<file path="config.mk">
export PLATFORM = sky130hd
export DESIGN_NAME = sync_serial_master
export DESIGN_NICKNAME = d
export VERILOG_FILES = /design/src/rtl/sync_serial_master.sv
export SDC_FILE = /design/constraint.sdc
export NUM_CORES = 1
export LEC_CHECK = 0
export ABC_AREA = 1
export BUFFER_PORTS_ARGS = -buffer_cell sky130_fd_sc_hd__buf_2
export CAP_MARGIN = 20
export CORE_MARGIN = 4
export CORE_UTILIZATION = 52
export DETAILED_ROUTE_END_ITERATION = 6
export PLACE_DENSITY = 0.74
export SLEW_MARGIN = 20
export SYNTH_ARGS = -nofsm -noshare
export SYNTH_HDL_FRONTEND = slang
export SYNTH_SLANG_ARGS = --single-unit
</file>
<file path="constraint.sdc">
create_clock -name clk -period 2.2 [get_ports clk]
set_clock_uncertainty 0.2 [all_clocks]
set_input_delay 0.44 -clock clk [delete_from_list [all_inputs] [get_ports clk]]
set_output_delay 0.44 -clock clk [all_outputs]
set_load 0.02 [all_outputs]
</file>
<file path="src/rtl/sync_serial_master.sv">
module sync_serial_master #(
  parameter int DATA_W = 8,
  parameter int DIV_W  = 8
) (
  input  logic              clk,
  input  logic              rst_n,
  input  logic              cfg_cpol,
  input  logic              cfg_cpha,
  input  logic              cfg_lsb_first,
  input  logic [DIV_W-1:0]  cfg_half_div,
  input  logic              wr_en,
  input  logic [DATA_W-1:0] wr_data,
  output logic              busy,
  output logic              rx_valid,
  output logic [DATA_W-1:0] rx_data,
  output logic              sclk,
  output logic              sdo,
  input  logic              sdi
);
  localparam int EDGES  = 2 * DATA_W;
  localparam int ECNT_W = $clog2(EDGES + 1);

  logic              busy_q, tog_q, drv_q, rxv_q;
  logic              cpol_q, cpha_q, lsb_q;
  logic [DIV_W-1:0]  half_q, div_q;
  logic [ECNT_W-1:0] edge_q;
  logic [DATA_W-1:0] tx_q, rx_q, rxd_q;

  wire start     = wr_en & ~busy_q;
  wire tick      = busy_q & (div_q == half_q - 1'b1);
  wire lead      = ~edge_q[0];
  wire last      = edge_q == ECNT_W'(EDGES - 1);
  wire do_sample = tick & (lead ^ cpha_q);
  wire do_shift  = tick & (lead == cpha_q) & (edge_q != '0) & ~last;
  wire do_drive  = tick & cpha_q & (edge_q == '0);
  wire tx_bit    = lsb_q ? tx_q[0] : tx_q[DATA_W-1];

  wire [DATA_W-1:0] rx_next = lsb_q ? {sdi, rx_q[DATA_W-1:1]}
                                    : {rx_q[DATA_W-2:0], sdi};
  wire [DATA_W-1:0] tx_next = lsb_q ? (tx_q >> 1) : (tx_q << 1);

  assign busy     = busy_q;
  assign rx_valid = rxv_q;
  assign rx_data  = rxd_q;
  assign sclk     = busy_q ? (cpol_q ^ tog_q) : cfg_cpol;
  assign sdo      = (busy_q & drv_q) ? tx_bit : 1'b1;

  always_ff @(posedge clk or negedge rst_n) begin
    if (!rst_n) begin
      busy_q <= 1'b0;
      tog_q  <= 1'b0;
      drv_q  <= 1'b0;
      rxv_q  <= 1'b0;
      cpol_q <= 1'b0;
      cpha_q <= 1'b0;
      lsb_q  <= 1'b0;
      half_q <= DIV_W'(1);
      div_q  <= '0;
      edge_q <= '0;
      tx_q   <= '0;
      rx_q   <= '0;
      rxd_q  <= '0;
    end else begin
      rxv_q <= 1'b0;
      if (start) begin
        busy_q <= 1'b1;
        tog_q  <= 1'b0;
        drv_q  <= ~cfg_cpha;
        cpol_q <= cfg_cpol;
        cpha_q <= cfg_cpha;
        lsb_q  <= cfg_lsb_first;
        half_q <= (cfg_half_div == '0) ? DIV_W'(1) : cfg_half_div;
        div_q  <= '0;
        edge_q <= '0;
        tx_q   <= wr_data;
      end else if (busy_q) begin
        if (tick) begin
          div_q  <= '0;
          tog_q  <= ~tog_q;
          edge_q <= edge_q + 1'b1;
          if (do_sample) rx_q <= rx_next;
          if (do_shift)  tx_q <= tx_next;
          if (do_drive)  drv_q <= 1'b1;
          if (last) begin
            busy_q <= 1'b0;
            drv_q  <= 1'b0;
            rxv_q  <= 1'b1;
            rxd_q  <= cpha_q ? rx_next : rx_q;
          end
        end else begin
          div_q <= div_q + 1'b1;
        end
      end
    end
  end
endmodule


</file>
==> results of run 1 <==
[cell type report]
| type | count | area [µm²] |
|---|---|---|
| Tap cell | 70 | 87.6 |
| Fill cell | 454 | 1690 |
| Multi-Input combinational cell | 277 | 1460 |
| Inverter | 41 | 154 |
| Sequential cell | 52 | 1300 |
| Clock inverter | 2 | 13.8 |
| Timing Repair Buffer | 58 | 457 |
| Clock buffer | 6 | 72.6 |
[metrics by stage]
stage               setup TNS (ns)  util (%)
floorplan                        0         -
global placement         -0.000416      61.5
detailed placement          -0.493      61.5
CTS                              0      63.7
global route                 -2.66      67.7
finish                      -0.367      67.7
[cells by family (layout without fill, tap and decap cells)]
group,Yosys count,in the layout,synth area share [%]
AND/OR/NAND/NOR,196,196,28.3
flip-flops,52,52,45.1
XOR/XNOR,12,12,3.64
AO/OA/AOI/OAI,64,64,12.8
buffers and inverters,54,107,7.98
adder cells (fa/ha/maj),5,5,2.17
[how the worst min path moves through the flow]
stage / to / cells after the start
after global placement: half_q[1] / 1
after CTS: lsb_q / 3
after floorplan: busy / 0
after global routing: half_q[6] / 3
final: lsb_q / 3
after detailed placement: half_q[2] / 1
[timing repair]
item / 4_1_cts / 5_1_grt
setup buffers: 0 / 4
setup endpoints to repair: 17 / 41
cloned: 0 / 2
hold buffers: 1 / 0
pin swaps: 0 / 8
resized for setup: 6 / 45
endpoints found under the hold margin: 18 / 0
[cell usage in the layout (no fill, tap or decap), types with 2 or more instances in the layout]
master / instances
inv_1: 33
xnor2_1: 5
buf_12: 4
nand2_1: 118
o21ai_1: 8
xor2_1: 7
dfrtp_1: 51
nor3_1: 2
clkbuf_16: 2
clkbuf_8: 5
o21ai_0: 39
ha_1: 4
o21ai_2: 7
nand2_4: 6
buf_6: 3
nand3_1: 28
nor2_1: 24
buf_2: 34
buf_4: 13
nor2_2: 3
inv_2: 7
nand2_2: 9
a21oi_1: 3
o22ai_2: 3
[worst max-delay path, stage by stage (launching register included)]
cell	delay [ns]
dfstp_2	0.55
inv_2	0.05
ha_4	0.26
inv_2	0.03
nand2_2	0.04
nand2_1	0.05
nor2_1	0.08
nand4_1	0.11
nor2_2	0.19
nand2_4	0.11
buf_12	0.16
nor2_8	0.15
buf_6	0.13
nand2_1	0.04
nand2_1	0.06
[report_power, final]
group          switching (mW)  internal, mW
combinational           0.749         0.546
clock                   0.326         0.228
sequential              0.223          1.22
total                    1.30          1.99
[state kept, by name (all words and copies together) (netlist names)]
| name | cells |
|---|---|
| rx_valid | 1 |
| rx_q | 8 |
| rx_data | 8 |
| lsb_q | 1 |
| div_q | 8 |
| cpha_q | 1 |
| drv_q | 1 |
| edge_q | 5 |
| tx_q | 8 |
| half_q | 8 |
| tog_q | 1 |
| cpol_q | 1 |
| busy | 1 |
[routing by layer]
| metal | global-route usage (%) | part of all wire, % | vias to the layer above |
|---|---|---|---|
| met1 | 28.0 | 48 | 1188 |
| met4 | 4.41 | 1.2 | 0 |
| met2 | 30.4 | 47 | 48 |
| li1 | - | - | 1328 |
| met5 | 0 | 0 | - |
| met3 | 3.58 | 3.9 | 8 |
[cells in the mapped netlist (all sizes together)]
library cell	number	area, µm²
o2111ai	1	8.76
nand4	1	6.26
xnor2	5	43.8
nor4	1	6.26
o21ai	54	274
o22ai	3	37.5
ha	5	62.6
buf	6	50.0
o31ai	2	28.8
clkinv	1	3.75
xor2	7	61.3
dfrtp	51	1280
nand3	28	140
nor3	2	10.0
nand2	133	502
nand3b	1	7.51
clkbuf	7	26.3
dfstp	1	26.3
or2	1	6.26
nor2	29	138
a21oi	3	15.0
inv	40	150
a31oi	1	6.26
==> flow_summary_export.csv, run 1 <==
group,metric,value,unit
status,status,"complete, but fails checks",
status,violations,"negative setup slack",
sta,slew_viol_final,0,
worst_hold_path,hold_class,"in -> reg",
route,drtIter0Drc,127,
clock_network,cts-root-buf,"clkbuf_8",
sta,slew_headroom,68.0,%
die,core,5240,µm²
placed_design,place_area,3220,µm²
die,io_pins,35,
final_layout,nets,463,
setup_path,crit_arrival,2.31,ns
setup_path,r2r_setup_slack,-0.06,ns
sta,hold_viol,0,
sta,tightest_slew,0.480,ns
die,initial_core_util,55.1,%
route,vias_per_cell,5.08,
final_layout,fin_cells,506,
setup_path,rr_worst_depth,14,
pwr,leakage,1.84,nW
global_routing,grt_max_degree,34,
die,die_x,82.5,µm
setup_path,reg2reg_to,"rx_data[6]",
setup_path,cp-start-kind,"flip-flop",
die,fp-row-count,26,
setup_path,path_class,"reg -> reg",
synthesis,netlist_instances,383,
synthesis,avgSynthCellArea,7.54,µm²
setup_path,crit_end,"rx_data[6]",
pwr,power,3.29,mW
global_routing,antenna_found_initial,0,
clock_network,clockBufferDepth,2,
final_layout,num_antenna_cells,0,
placed_design,portBuffers,34,
pwr,ir_worst_vdd,442,µV
clock_network,cts_buffers,5,
global_routing,grt_pass1_wl,10300,µm
synthesis,synthesis.nets,411,
sta,setup_viol,9,
setup_path,cp-startpoint,"half_q[0]",
route,dr.pass1.iters,4,
clock_network,clk_latency,0.31,ns
final_layout,final_area,3540,µm²
setup_path,required,2.25,ns
synthesis,yosysUniqueCellTypes,33,
global_routing,overflow,0,
setup_path,worstSetupEndpointType,"flip-flop",
sta,hold-worst-slack,0.120,ns
setup_path,r2r_start,"half_q[0]",
sta,max_freq,443,MHz
placed_design,hpwl,4540,µm
synthesis,synth_seq_area_share,45.1,%
clock_network,cts_tree,"built",
route,drtAntennaViolNets,0,
global_routing,grt_pass1_vias,2328,
final_layout,drive_gt1_share,24.1,%
setup_path,cp_max_fo,7,
die,die_area,6810,µm²
synthesis,syn-cell-area,2890,µm²
final_layout,area_growth,22.8,%
placed_design,place_ws,-0.0698,ns
sta,period_share,103,%
die,die_h,82.5,µm
placed_design,routabilityCongestion,0.832,
synthesis,ys_warn_count,0,
route,drc,0,
synthesis,synth_seq_cells,52,
flow_run,max-cap-violations,0,
route,wl_per_cell,12.7,µm
clock_network,cts_sinks,52,
sta,timing.final.ws_setup,-0.0553,ns
clock_network,path_clk_slew,0.10,ns
worst_hold_path,min_from,"cfg_lsb_first",
sta,rsz0062_at_grt,"yes",
pwr,powerDensity,929,nW/µm²
route,routed_wl,6440,µm
global_routing,track_usage,19.4,%
route,routed-via-count,2572,
sta,finalCriticalPeriod,2.26,ns
placed_design,placed_cells_incl_taps,491,
clock_network,htreeDepth,2,
No activity file was read; power rests on OpenSTA's default activity.
==> run 2, diff against run 1 <==
--- a/config.mk
+++ b/config.mk
@@ -8,8 +8,9 @@
 export ABC_AREA = 1
 export BUFFER_PORTS_ARGS = -buffer_cell sky130_fd_sc_hd__buf_2
 export CAP_MARGIN = 20
-export CORE_MARGIN = 4
-export CORE_UTILIZATION = 52
+export CELL_PAD_IN_SITES_DETAIL_PLACEMENT = 2
+export CELL_PAD_IN_SITES_GLOBAL_PLACEMENT = 2
+export CORE_UTILIZATION = 30
 export DETAILED_ROUTE_END_ITERATION = 6
 export PLACE_DENSITY = 0.74
 export SLEW_MARGIN = 20
==> flow_summary_export.csv, run 2 (synthesis results as in run 1) <==
group,metric,value,unit
die,initial_core_util,31.1,%
setup_path,cp_max_fo,6,
final_layout,final_cell_mix,"nand2_1, dfrtp_1, o21ai_0",
clock_network,htreeDepth,2,
final_layout,final-seq-area,1300,µm²
final_layout,area_growth,28.3,%
final_layout,fillCellCount,1100,
pwr,leakage,1.81,nW
global_routing,grt_pass1_vias,2977,
global_routing,grt_pass1_wl,14600,µm
setup_path,worstSetupEndpointType,"flip-flop",
route,routed-via-count,2745,
worst_hold_path,hold_class,"in -> reg",
sta,setup_viol,41,
route,routed_wl,9540,µm
flow_run,max-cap-violations,0,
clock_network,clk_latency,0.32,ns
die,io_pins,35,
sta,period_share,114,%
sta,timing.final.ws_setup,-0.310,ns
sta,finalCriticalPeriod,2.51,ns
die,die_x,100,µm
placed_design,portBuffers,34,
pwr,combinationalPowerShare,42.5,%
placed_design,routabilityCongestion,0.719,
global_routing,grt_max_degree,53,
pwr,clkPwrFrac,18.6,%
pwr,p_int,2.15,mW
final_layout,final_common_cell,"nand2_1",
status,status,"complete, but fails checks",
route,vias_per_cell,4.82,
pwr,power_frac_seq,39.0,%
global_routing,overflow,0,
clock_network,cts_buffers,5,
route,drtAntennaViolNets,0,
sta,tightest_slew,0.447,ns
setup_path,path_class,"reg -> reg",
placed_design,hpwl,6100,µm
global_routing,antenna_found_initial,0,
final_layout,num_antenna_cells,0,
setup_path,required,2.26,ns
setup_path,cp-start-kind,"flip-flop",
pwr,power,3.75,mW
die,die_area,10000,µm²
die,fp-row-count,35,
sta,max_freq,398,MHz
sta,slew_viol_final,0,
setup_path,crit_arrival,2.57,ns
clock_network,path_clk_slew,0.11,ns
global_routing,track_usage,18.8,%
route,drtIter0Drc,59,
route,dr.pass1.iters,3,
sta,hold_viol,0,
sta,final.setup.tns,-10.21,ns
clock_network,cts_sinks,52,
route,wl_per_cell,16.7,µm
die,die_h,100,µm
sta,rsz0062_at_grt,"yes",
pwr,powerDensity,1010,nW/µm²
clock_network,cts_tree,"built",
pwr,ir_worst_vdd,331,µV
sta,slew_headroom,70.0,%
clock_network,clockBufferDepth,2,
die,core,9280,µm²
pwr,swShare,42.6,%
final_layout,drive_gt1_share,26.1,%
status,violations,"negative setup slack",
route,drc,0,
clock_network,cts-root-buf,"clkbuf_8",
final_layout,multi_input_area,1510,µm²
pwr,power.switching,1.60,mW
final_layout,nets,468,
run 2: through the flow:
step           cell area (µm²)  std cells  hold WS, ns  util (%)  worst slack, ns
3_3_place_gp              3320        554        0.256      35.8          -0.0875
3_5_place_dp              3320        554        0.262      35.8           -0.218
6_report                  3700        570        0.121      39.9           -0.310
4_1_cts                   3550        566        0.116      38.3           -0.159
2_1_floorplan             2890        383      -0.0556         -           0.0729
5_1_grt                   3700        570        0.125      39.9           -0.374
run 2: power groups by stage:
stage | clock network (mW) | registers (mW) | logic [mW]
after floorplan | 0 | 1.40 | 0.901
after global placement | 0 | 1.45 | 1.23
after detailed placement | 0 | 1.47 | 1.30
after CTS | 0.706 | 1.45 | 1.41
after global routing | 0.741 | 1.50 | 1.77
final | 0.696 | 1.46 | 1.59
run 2: layer usage:
layer / vias up / GRT usage (%) / wire length (µm)
met1: 1368 / 22.4 / 4070
met4: 0 / 3.68 / 167
li1: 1334 / - / -
met2: 27 / 35.8 / 5140
met3: 16 / 2.72 / 169
met5: - / 0 / 0
run 2: repair_timing:
action	CTS	global route
cloned	1	1
endpoints found under the hold margin	51	0
endpoints found under the setup margin	41	41
pin swaps	6	17
hold buffers	1	0
setup buffers	2	4
gates resized for setup	26	29
run 2: worst paths after layout:
check / start / slack (ns) / cells past startpoint / to
max in group asynchronous: rst_n / 1.08 / 3 / half_q[0]
worst max-delay path: half_q[0] / -0.31 / 12 / rx_data[5]
worst max register to register: half_q[0] / -0.31 / 12 / rx_data[5]
min in group asynchronous: rst_n / 0.43 / 3 / half_q[6]
worst min register to register: rx_data[7] / 0.30 / 2 / rx_data[7]
worst min-delay path: cfg_lsb_first / 0.12 / 3 / lsb_q
run 2: final cells by class:
cell class / count / share of cell area [%]
repair buffers: 62 / 12.6
clock inverters: 3 / 1.15
multi-input cells: 278 / 40.8
flip-flops and latches: 52 / 35.2
inverters: 41 / 4.15
clock buffers: 5 / 1.86
well taps: 129 / 4.36
run 2: critical path, cell delays in order, from the launching register on:
cell and delay [ns]:
dfstp_2 0.57, inv_2 0.06, ha_4 0.25, nand2_2 0.06
nand3_2 0.08, nor2_2 0.16, nand4_1 0.23, nor2_4 0.21
nand2_4 0.15, buf_12 0.18, nor2_4 0.13, nand2_1 0.09
nand2_1 0.08
